### config.mk
export PLATFORM = sky130hd
export DESIGN_NAME = f2i_conv
export DESIGN_NICKNAME = d
export VERILOG_FILES = /design/src/rtl/f2i_pkg.sv /design/src/rtl/f2i_unpack.sv /design/src/rtl/f2i_trunc.sv /design/src/rtl/f2i_sat.sv /design/src/rtl/f2i_conv.sv
export SDC_FILE = /design/constraint.sdc
export NUM_CORES = 1
export LEC_CHECK = 0
export BUFFER_PORTS_ARGS = -buffer_cell sky130_fd_sc_hd__buf_2
export CAP_MARGIN = 20
export CORE_MARGIN = 4
export CORE_UTILIZATION = 25
export DETAILED_ROUTE_END_ITERATION = 10
export GPL_TIMING_DRIVEN = 0
export PLACE_DENSITY = 0.46
export SYNTH_ARGS = -nofsm -noshare
export SYNTH_HDL_FRONTEND = slang
export SYNTH_SLANG_ARGS = --single-unit
### constraint.sdc
create_clock -name vclk -period 6.43
set_input_delay 0.3215 -clock vclk [all_inputs]
set_output_delay 0.3215 -clock vclk [all_outputs]
set_load 0.01 [all_outputs]
### src/rtl/f2i_pkg.sv
package f2i_pkg;
  parameter int XLEN     = 64;
  parameter int HALF_W   = XLEN / 2;
  parameter int DP_EXP_W = 11;
  parameter int DP_MAN_W = 52;
  parameter int SP_EXP_W = 8;
  parameter int SP_MAN_W = 23;
  parameter int DP_BIAS  = 1023;
  parameter int SP_BIAS  = 127;
  parameter int EXP_W    = DP_EXP_W + 2;
  parameter int SIG_W    = DP_MAN_W + 1;
  parameter int SHIFT_W  = $clog2(XLEN);

  typedef enum logic [1:0] {
    KIND_S32 = 2'b00,
    KIND_U32 = 2'b01,
    KIND_S64 = 2'b10,
    KIND_U64 = 2'b11
  } conv_kind_e;

  typedef struct packed {
    logic                    sign;
    logic                    nan;
    logic                    inf;
    logic                    zero;
    logic                    tiny;   // zero or subnormal: magnitude below one
    logic signed [EXP_W-1:0] exp;
    logic [SIG_W-1:0]        sig;    // hidden bit at SIG_W-1
  } fp_fields_t;
endpackage

### src/rtl/f2i_unpack.sv
module f2i_unpack
  import f2i_pkg::*;
(
  input  logic [XLEN-1:0] raw_i,
  input  logic            dbl_i,
  output fp_fields_t      fp_o
);
  localparam int PAD_W = DP_MAN_W - SP_MAN_W;

  logic [DP_EXP_W-1:0] e_d;
  logic [DP_MAN_W-1:0] m_d;
  logic [SP_EXP_W-1:0] e_s;
  logic [SP_MAN_W-1:0] m_s;
  logic exp_max, exp_zero, frac_nz;

  assign e_d = raw_i[XLEN-2 -: DP_EXP_W];
  assign m_d = raw_i[DP_MAN_W-1:0];
  assign e_s = raw_i[HALF_W-2 -: SP_EXP_W];
  assign m_s = raw_i[SP_MAN_W-1:0];

  always_comb begin
    fp_o = '0;
    if (dbl_i) begin
      fp_o.sign = raw_i[XLEN-1];
      exp_max   = &e_d;
      exp_zero  = ~|e_d;
      frac_nz   = |m_d;
      fp_o.exp  = EXP_W'(e_d) - EXP_W'(DP_BIAS);
      fp_o.sig  = {1'b1, m_d};
    end else begin
      fp_o.sign = raw_i[HALF_W-1];
      exp_max   = &e_s;
      exp_zero  = ~|e_s;
      frac_nz   = |m_s;
      fp_o.exp  = EXP_W'(e_s) - EXP_W'(SP_BIAS);
      fp_o.sig  = {1'b1, m_s, {PAD_W{1'b0}}};
    end
    fp_o.nan  = exp_max & frac_nz;
    fp_o.inf  = exp_max & ~frac_nz;
    fp_o.zero = exp_zero & ~frac_nz;
    fp_o.tiny = exp_zero;
  end
endmodule

### src/rtl/f2i_trunc.sv
module f2i_trunc
  import f2i_pkg::*;
(
  input  fp_fields_t      fp_i,
  output logic [XLEN-1:0] mag_o,
  output logic            huge_o
);
  localparam int WIDE_W = SIG_W + XLEN - 1;
  localparam logic signed [EXP_W-1:0] EXP_LIM = EXP_W'(XLEN - 1);

  logic [WIDE_W-1:0] wide;

  // Fixed point at bit SIG_W-1; shifting left by the exponent leaves the
  // integer part in the top XLEN bits, the fraction below is dropped.
  always_comb begin
    mag_o  = '0;
    huge_o = 1'b0;
    wide   = '0;
    if (fp_i.nan || fp_i.inf) begin
      huge_o = 1'b1;
    end else if (fp_i.tiny || fp_i.exp[EXP_W-1]) begin
      mag_o = '0;
    end else if (fp_i.exp > EXP_LIM) begin
      huge_o = 1'b1;
    end else begin
      wide  = WIDE_W'(fp_i.sig) << fp_i.exp[SHIFT_W-1:0];
      mag_o = wide[WIDE_W-1 -: XLEN];
    end
  end
endmodule

### src/rtl/f2i_sat.sv
module f2i_sat
  import f2i_pkg::*;
(
  input  logic            sign_i,
  input  logic            nan_i,
  input  logic            zero_i,
  input  logic [XLEN-1:0] mag_i,
  input  logic            huge_i,
  input  conv_kind_e      kind_i,
  output logic [XLEN-1:0] res_o,
  output logic            inv_o
);
  logic is_signed, is_narrow;
  logic [XLEN-1:0] s_max, s_min, pos_lim, neg_lim, uns_lim;
  logic [XLEN-1:0] raw;

  assign is_signed = ~kind_i[0];
  assign is_narrow = ~kind_i[1];

  generate
    always_comb begin
      if (is_narrow) begin
        pos_lim = XLEN'({1'b0, {(HALF_W-1){1'b1}}});
        neg_lim = XLEN'({1'b1, {(HALF_W-1){1'b0}}});
        uns_lim = XLEN'({HALF_W{1'b1}});
        s_min   = {{(HALF_W+1){1'b1}}, {(HALF_W-1){1'b0}}};
      end else begin
        pos_lim = {1'b0, {(XLEN-1){1'b1}}};
        neg_lim = {1'b1, {(XLEN-1){1'b0}}};
        uns_lim = '1;
        s_min   = {1'b1, {(XLEN-1){1'b0}}};
      end
      s_max = pos_lim;
    end
  endgenerate

  always_comb begin
    inv_o = 1'b0;
    raw   = '0;
    if (nan_i) begin
      inv_o = 1'b1;
      raw   = is_signed ? s_max : '1;
    end else if (is_signed) begin
      if (!sign_i) begin
        if (huge_i || mag_i > pos_lim) begin
          inv_o = 1'b1;
          raw   = s_max;
        end else begin
          raw = mag_i;
        end
      end else begin
        if (huge_i || mag_i > neg_lim) begin
          inv_o = 1'b1;
          raw   = s_min;
        end else begin
          raw = -mag_i;
        end
      end
    end else begin
      if (sign_i && !zero_i) begin
        inv_o = 1'b1;
        raw   = '0;
      end else if (huge_i || mag_i > uns_lim) begin
        inv_o = 1'b1;
        raw   = '1;
      end else begin
        raw = mag_i;
      end
    end
  end

  always_comb begin
    res_o = raw;
    if (is_narrow && !inv_o) res_o = {{HALF_W{raw[HALF_W-1]}}, raw[HALF_W-1:0]};
  end
endmodule

### src/rtl/f2i_conv.sv
module f2i_conv
  import f2i_pkg::*;
(
  input  logic [63:0] fp_bits_i,
  input  logic        dbl_i,
  input  logic [1:0]  kind_i,
  output logic [63:0] int_o,
  output logic        invalid_o
);
  fp_fields_t      fp;
  logic [XLEN-1:0] mag;
  logic            huge;

  f2i_unpack u_unpack (
    .raw_i (fp_bits_i),
    .dbl_i (dbl_i),
    .fp_o  (fp)
  );

  f2i_trunc u_trunc (
    .fp_i   (fp),
    .mag_o  (mag),
    .huge_o (huge)
  );

  f2i_sat u_sat (
    .sign_i (fp.sign),
    .nan_i  (fp.nan),
    .zero_i (fp.zero),
    .mag_i  (mag),
    .huge_i (huge),
    .kind_i (conv_kind_e'(kind_i)),
    .res_o  (int_o),
    .inv_o  (invalid_o)
  );
endmodule

* Yosys cells after proc, flatten, opt, wreduce, memory -nomap -nowiden *
Cells that the tools add are included.

word-level totals
  bits in registers = 0
  logic and storage cells = 61

operators by class
  add/sub/neg operators = 3
  $lt $le $gt $ge = 4
  shift-type cells = 1
  mux-type cells = 31
  bitwise logic cells = 5
  reductions and logical operators = 17

operator list
  kind                                                                    count
  64-bit two-way mux                                                      14
  64-bit > comparator                                                     2
  63-bit two-way mux                                                      2
  53-bit by 6-bit << shifter with 116-bit output                          1
  66-bit two-way mux                                                      1
  64-bit by 63-bit > comparator with 1-bit output                         1
  64-bit negation                                                         1
  52-bit OR reduction                                                     1
  23-bit OR reduction                                                     1
  1-bit two-way mux                                                       14
  13-bit by 7-bit > comparator with 1-bit output (second input constant)  1
  11-bit by 10-bit subtractor with 12-bit output (second input constant)  1
  11-bit AND reduction                                                    1
  11-bit OR reduction                                                     1
  8-bit by 7-bit subtractor with 9-bit output (second input constant)     1
  8-bit AND reduction                                                     1
  8-bit OR reduction                                                      1
  1-bit logical OR                                                        5
  1-bit zero test                                                         4
  1-bit bitwise AND                                                       3
  1-bit logical AND                                                       2
  1-bit inverter                                                          2

* Logic depth before layout (Yosys ltp) *
  depth in word-level cells = 15
  gate-level depth with buffers = 32

* By module *
A second synthesis with hierarchy kept.

second synthesis, totals
  cell total of the unflattened synthesis = 1350
  area total of the unflattened synthesis = 9665.5 µm²

modules (own cells, without submodules)
  module      instances  cells each  area an instance (µm²)  sequential area each (µm²)
  f2i_trunc   1          502         4430.5                  0.0
  f2i_sat     1          680         4056.4                  0.0
  f2i_unpack  1          168         1178.6                  0.0

* Worst setup path before layout *
No wires, ideal clock.

  path type = input to output
  start point = input fp_bits_i[52]
  end point = output int_o[35]
  arrival = 6274 ps
  setup slack = -166 ps
  stages on the path = 29
  path buffers = 9
  cells stage by stage = buf_4 -> buf_2 -> buf_2 -> inv_1 -> ha_1 -> buf_2 -> mux2_4 -> buf_6 -> buf_4 -> a211o_1 -> a21oi_1 -> nor2_1 -> ha_1 -> nand4_1 -> nor4_1 -> nand3_1 -> nor3_1 -> nand2_1 -> or4_1 -> nor4_1 -> and4_1 -> and4_1 -> clkbuf_1 -> or2_2 -> buf_2 -> buf_2 -> nand2_1 -> a221o_1 -> a32oi_1

between the ends
  word-level cells in the longest chain between the ends = 15
  elaborated cells between the ends (all ways) = 46
  classes of those cells = add/sub (2); order compare (4); shift (1); mux (24); bitwise (3); reduce/logical (12)

ends and longest elaborated chain
  item                                                                                   RTL line                                     text
  start, declared                                                                        f2i_conv.sv:4                                input logic [63:0] fp_bits_i,
  11-bit by 10-bit subtractor with 12-bit output or 11-bit OR reduction (tied branches)  f2i_unpack.sv:28, f2i_unpack.sv:26
  66-bit two-way mux or 1-bit zero test (tied branches)                                  f2i_unpack.sv:23, f2i_unpack.sv:26
  13-bit by 7-bit > comparator with 1-bit output (tied with other cells)                 f2i_trunc.sv:23                              end else if (fp_i.exp > EXP_LIM) begin
  64-bit two-way mux or 1-bit logical OR (tied branches)                                 f2i_trunc.sv:23, f2i_trunc.sv:21
  64-bit two-way mux                                                                     f2i_trunc.sv:21                              end else if (fp_i.tiny || fp_i.exp[EXP_W-1]) begin
  64-bit two-way mux                                                                     f2i_trunc.sv:19                              if (fp_i.nan || fp_i.inf) begin
  64-bit by 63-bit > comparator with 1-bit output (tied with other cells)                f2i_sat.sv:45                                if (huge_i || mag_i > pos_lim) begin
  1-bit logical OR, on equally long branches                                             f2i_sat.sv:45, f2i_sat.sv:52, f2i_sat.sv:63
  1-bit two-way mux, on equally long branches                                            f2i_sat.sv:45, f2i_sat.sv:52, f2i_sat.sv:63
  1-bit two-way mux, on equally long branches                                            f2i_sat.sv:44, f2i_sat.sv:60
  1-bit two-way mux                                                                      f2i_sat.sv:43                                end else if (is_signed) begin
  1-bit two-way mux                                                                      f2i_sat.sv:40                                if (nan_i) begin
  1-bit zero test                                                                        f2i_sat.sv:74                                if (is_narrow && !inv_o) res_o = {{HALF_W{raw[HALF_W-1]}}, raw[HALF_W-1:0]};
  1-bit logical AND                                                                      f2i_sat.sv:74
  64-bit two-way mux *                                                                   f2i_sat.sv:74
  end, declared                                                                          f2i_conv.sv:7                                output logic [63:0] int_o,

Every way passes the cells marked *; elsewhere a longest branch is shown, timed or not.

* Final worst setup path *
  start point = input fp_bits_i[52]
  end point = output int_o[47]

Same word-level chain as after synthesis.

==> run metrics <==
status=complete, but fails checks; failing checks=negative setup slack; fin nets=1987; final wirelength=77.66 mm; Vias=16.53k; most common cell after layout, fill and taps aside=buf_2; Hold Fails Final Rpt=0; Most common cell on crit path=buf_12; IO Pins=132; fillers=4728; number of global-route vias before repair=15.64k; commonest non-fill, non-tap cells in the layout=139 x buf_2, 123 x buf_4, 110 x nor2_1; crit end category=primary output; hpwl dp=60.10 mm; Final WS setup=-371.9 ps; antenna cells=0; Hold Path Class=input pin to primary output; Worst Path Required=6110 ps; final core utilization=36.38%; Final setup viols=64; seq_cells=0; crit path DAT=6480 ps; largest net degree at the start of global routing=29; ratio of cells with drive above 1 in the final layout=37.54%; Antenna Nets Post-Route=0; initial DRC count=2117; clock buffer count=0; Pwr per Cell Area=160.1 nW/um^2; Largest stage delay, worst path=560 ps; CP max stage cell=or4_4; syn nets=1727; die span in x=220.3 um; die area=48530 um^2; mapped cell area=11270 um^2; Vias per Instance=6.690; syn_area_per_cell=6.956 um^2; leakage power=0.006197 uW; initial antenna violation count=6; Max IR drop VDD=57.52 uV; global-route usage over all layers=30.07%; WL/cell=31.44 um; Placer Congestion=1.004; DRT Pass-1 Iters=6; Syn-to-layout area delta=43.38%; # DRC=0; Rel. slew slack=17.34%; CP Max Fanout=7; Final period util=105.8%; IO Port Bufs=126; Placed Area=12720 um^2; Finished Cell Area=16160 um^2; total grt overflow=0; Max Fclk=147.0 MHz; Setup Total Neg Slack=-14540 ps; WS Path Type=input pin to primary output; Syn Inst Count=1620; FP Rows=77; RSZ-0062 raised after global routing=true; Sequential cell area=0 um^2; register area share after synthesis=0%; MaxCap Viol Count=0; cts hold-fix bufs=0; Slew Limit Fails=0; pin slew with the least headroom to its limit=1224 ps; startpoint types=input pin; Initial Util=25.37%; first-pass GRT wire length=110.1 mm; Synth cell types=112; hold_ws=1134 ps; Core Box Area=44410 um^2; chip height=220.3 um; yosys warns=0; final worst path period need=6802 ps
-- Yosys cell counts, types with 10 or more instances --
cell	instances	area share [%]
buf_6	18	1.8
nor3_1	62	2.8
xnor2_1	15	1.2
a22o_1	10	0.78
and2_1	12	0.67
a21o_1	30	2.0
buf_2	39	1.7
o211ai_1	49	3.3
o311ai_0	21	1.6
inv_1	22	0.73
a22oi_1	15	1.0
or4_1	12	0.80
a211o_1	11	0.85
and4_1	10	0.78
and3_1	21	1.2
a211oi_1	17	1.1
or3_1	18	1.0
a221o_1	12	1.1
buf_4	18	1.2
nor4_1	28	1.6
o21ai_0	112	5.0
a31oi_1	17	0.94
mux2i_1	120	11
ha_1	40	4.4
a21oi_1	89	4.0
a32oi_1	50	3.9
clkbuf_1	70	2.3
o221ai_1	18	1.4
or2_2	11	0.61
mux2_2	40	4.0
nand2_1	114	3.8
nand3_1	56	2.5
nor2_1	137	4.6
o21a_1	16	1.1
o22ai_1	32	1.8
o31ai_1	14	0.93
nand4_1	20	1.1
nand2b_1	17	0.94
-- layer usage --
metal	wire length (um)	GRT usage, %	vias up	part of all wire (%)
met5	45	0	-	0.058
met3	8201	5.040	153	11
li1	-	-	7048	-
met1	33240	43.27	8240	43
met2	33880	47.41	1076	44
met4	2291	5.903	8	3.0
-- logic make-up after synthesis --
kind of cell	after synthesis	synth area share (%)
simple gates	568	26.18
compound gates	633	40.71
mux	178	18.01
xor+xnor	24	2.299
fa+ha+maj	40	4.441
buf+inv	177	8.361
-- power breakdown --
part           switching [uW]  total [uW]  internal, uW
clock                       0           0             0
sequential                  0           0             0
combinational            1620        2590           971
total                    1620        2590           971
-- worst paths after layout --
kind	from	depth (start not counted)	to	slack, ps
max	fp_bits_i[52]	29	int_o[47]	-370
min	kind_i[0]	5	invalid_o	1130
-- metrics by stage --
stage	instances	worst slack [ps]	power [uW]
3_5_place_dp	2342	-3157	1959
5_1_grt	2470	-473.0	2668
6_report	2470	-371.9	2587
3_3_place_gp	2338	-3161	1965
4_1_cts	2417	-286.2	2311
2_1_floorplan	1620	7.332	1227
-- critical path: cells and delay by family --
kind	cells	cell delay, ps
AOI/OAI and AO/OA	7	1740
adders and majority gates	2	500
buffers and inverters	9	1190
muxes	1	340
and+or+nand+nor	10	2340
-- timing repair --
item | in CTS | in global routing
gates resized for setup | 407 | 155
pin swaps | 60 | 47
buffers inserted | 72 | 54
gates cloned | 10 | 2
endpoints found under the setup margin | 65 | 65
-- final cells by class --
| type | count | area [um^2] | area share (%) |
|---|---|---|---|
| buffer | 142 | 1292 | 8.000 |
| inverter | 25 | 101.3 | 0.6273 |
| multi-input combinational | 1444 | 12060 | 74.63 |
| tap | 592 | 740.7 | 4.585 |
| timing repair buffer | 267 | 1964 | 12.16 |
Note: power is estimated with default switching activity, not from simulation.
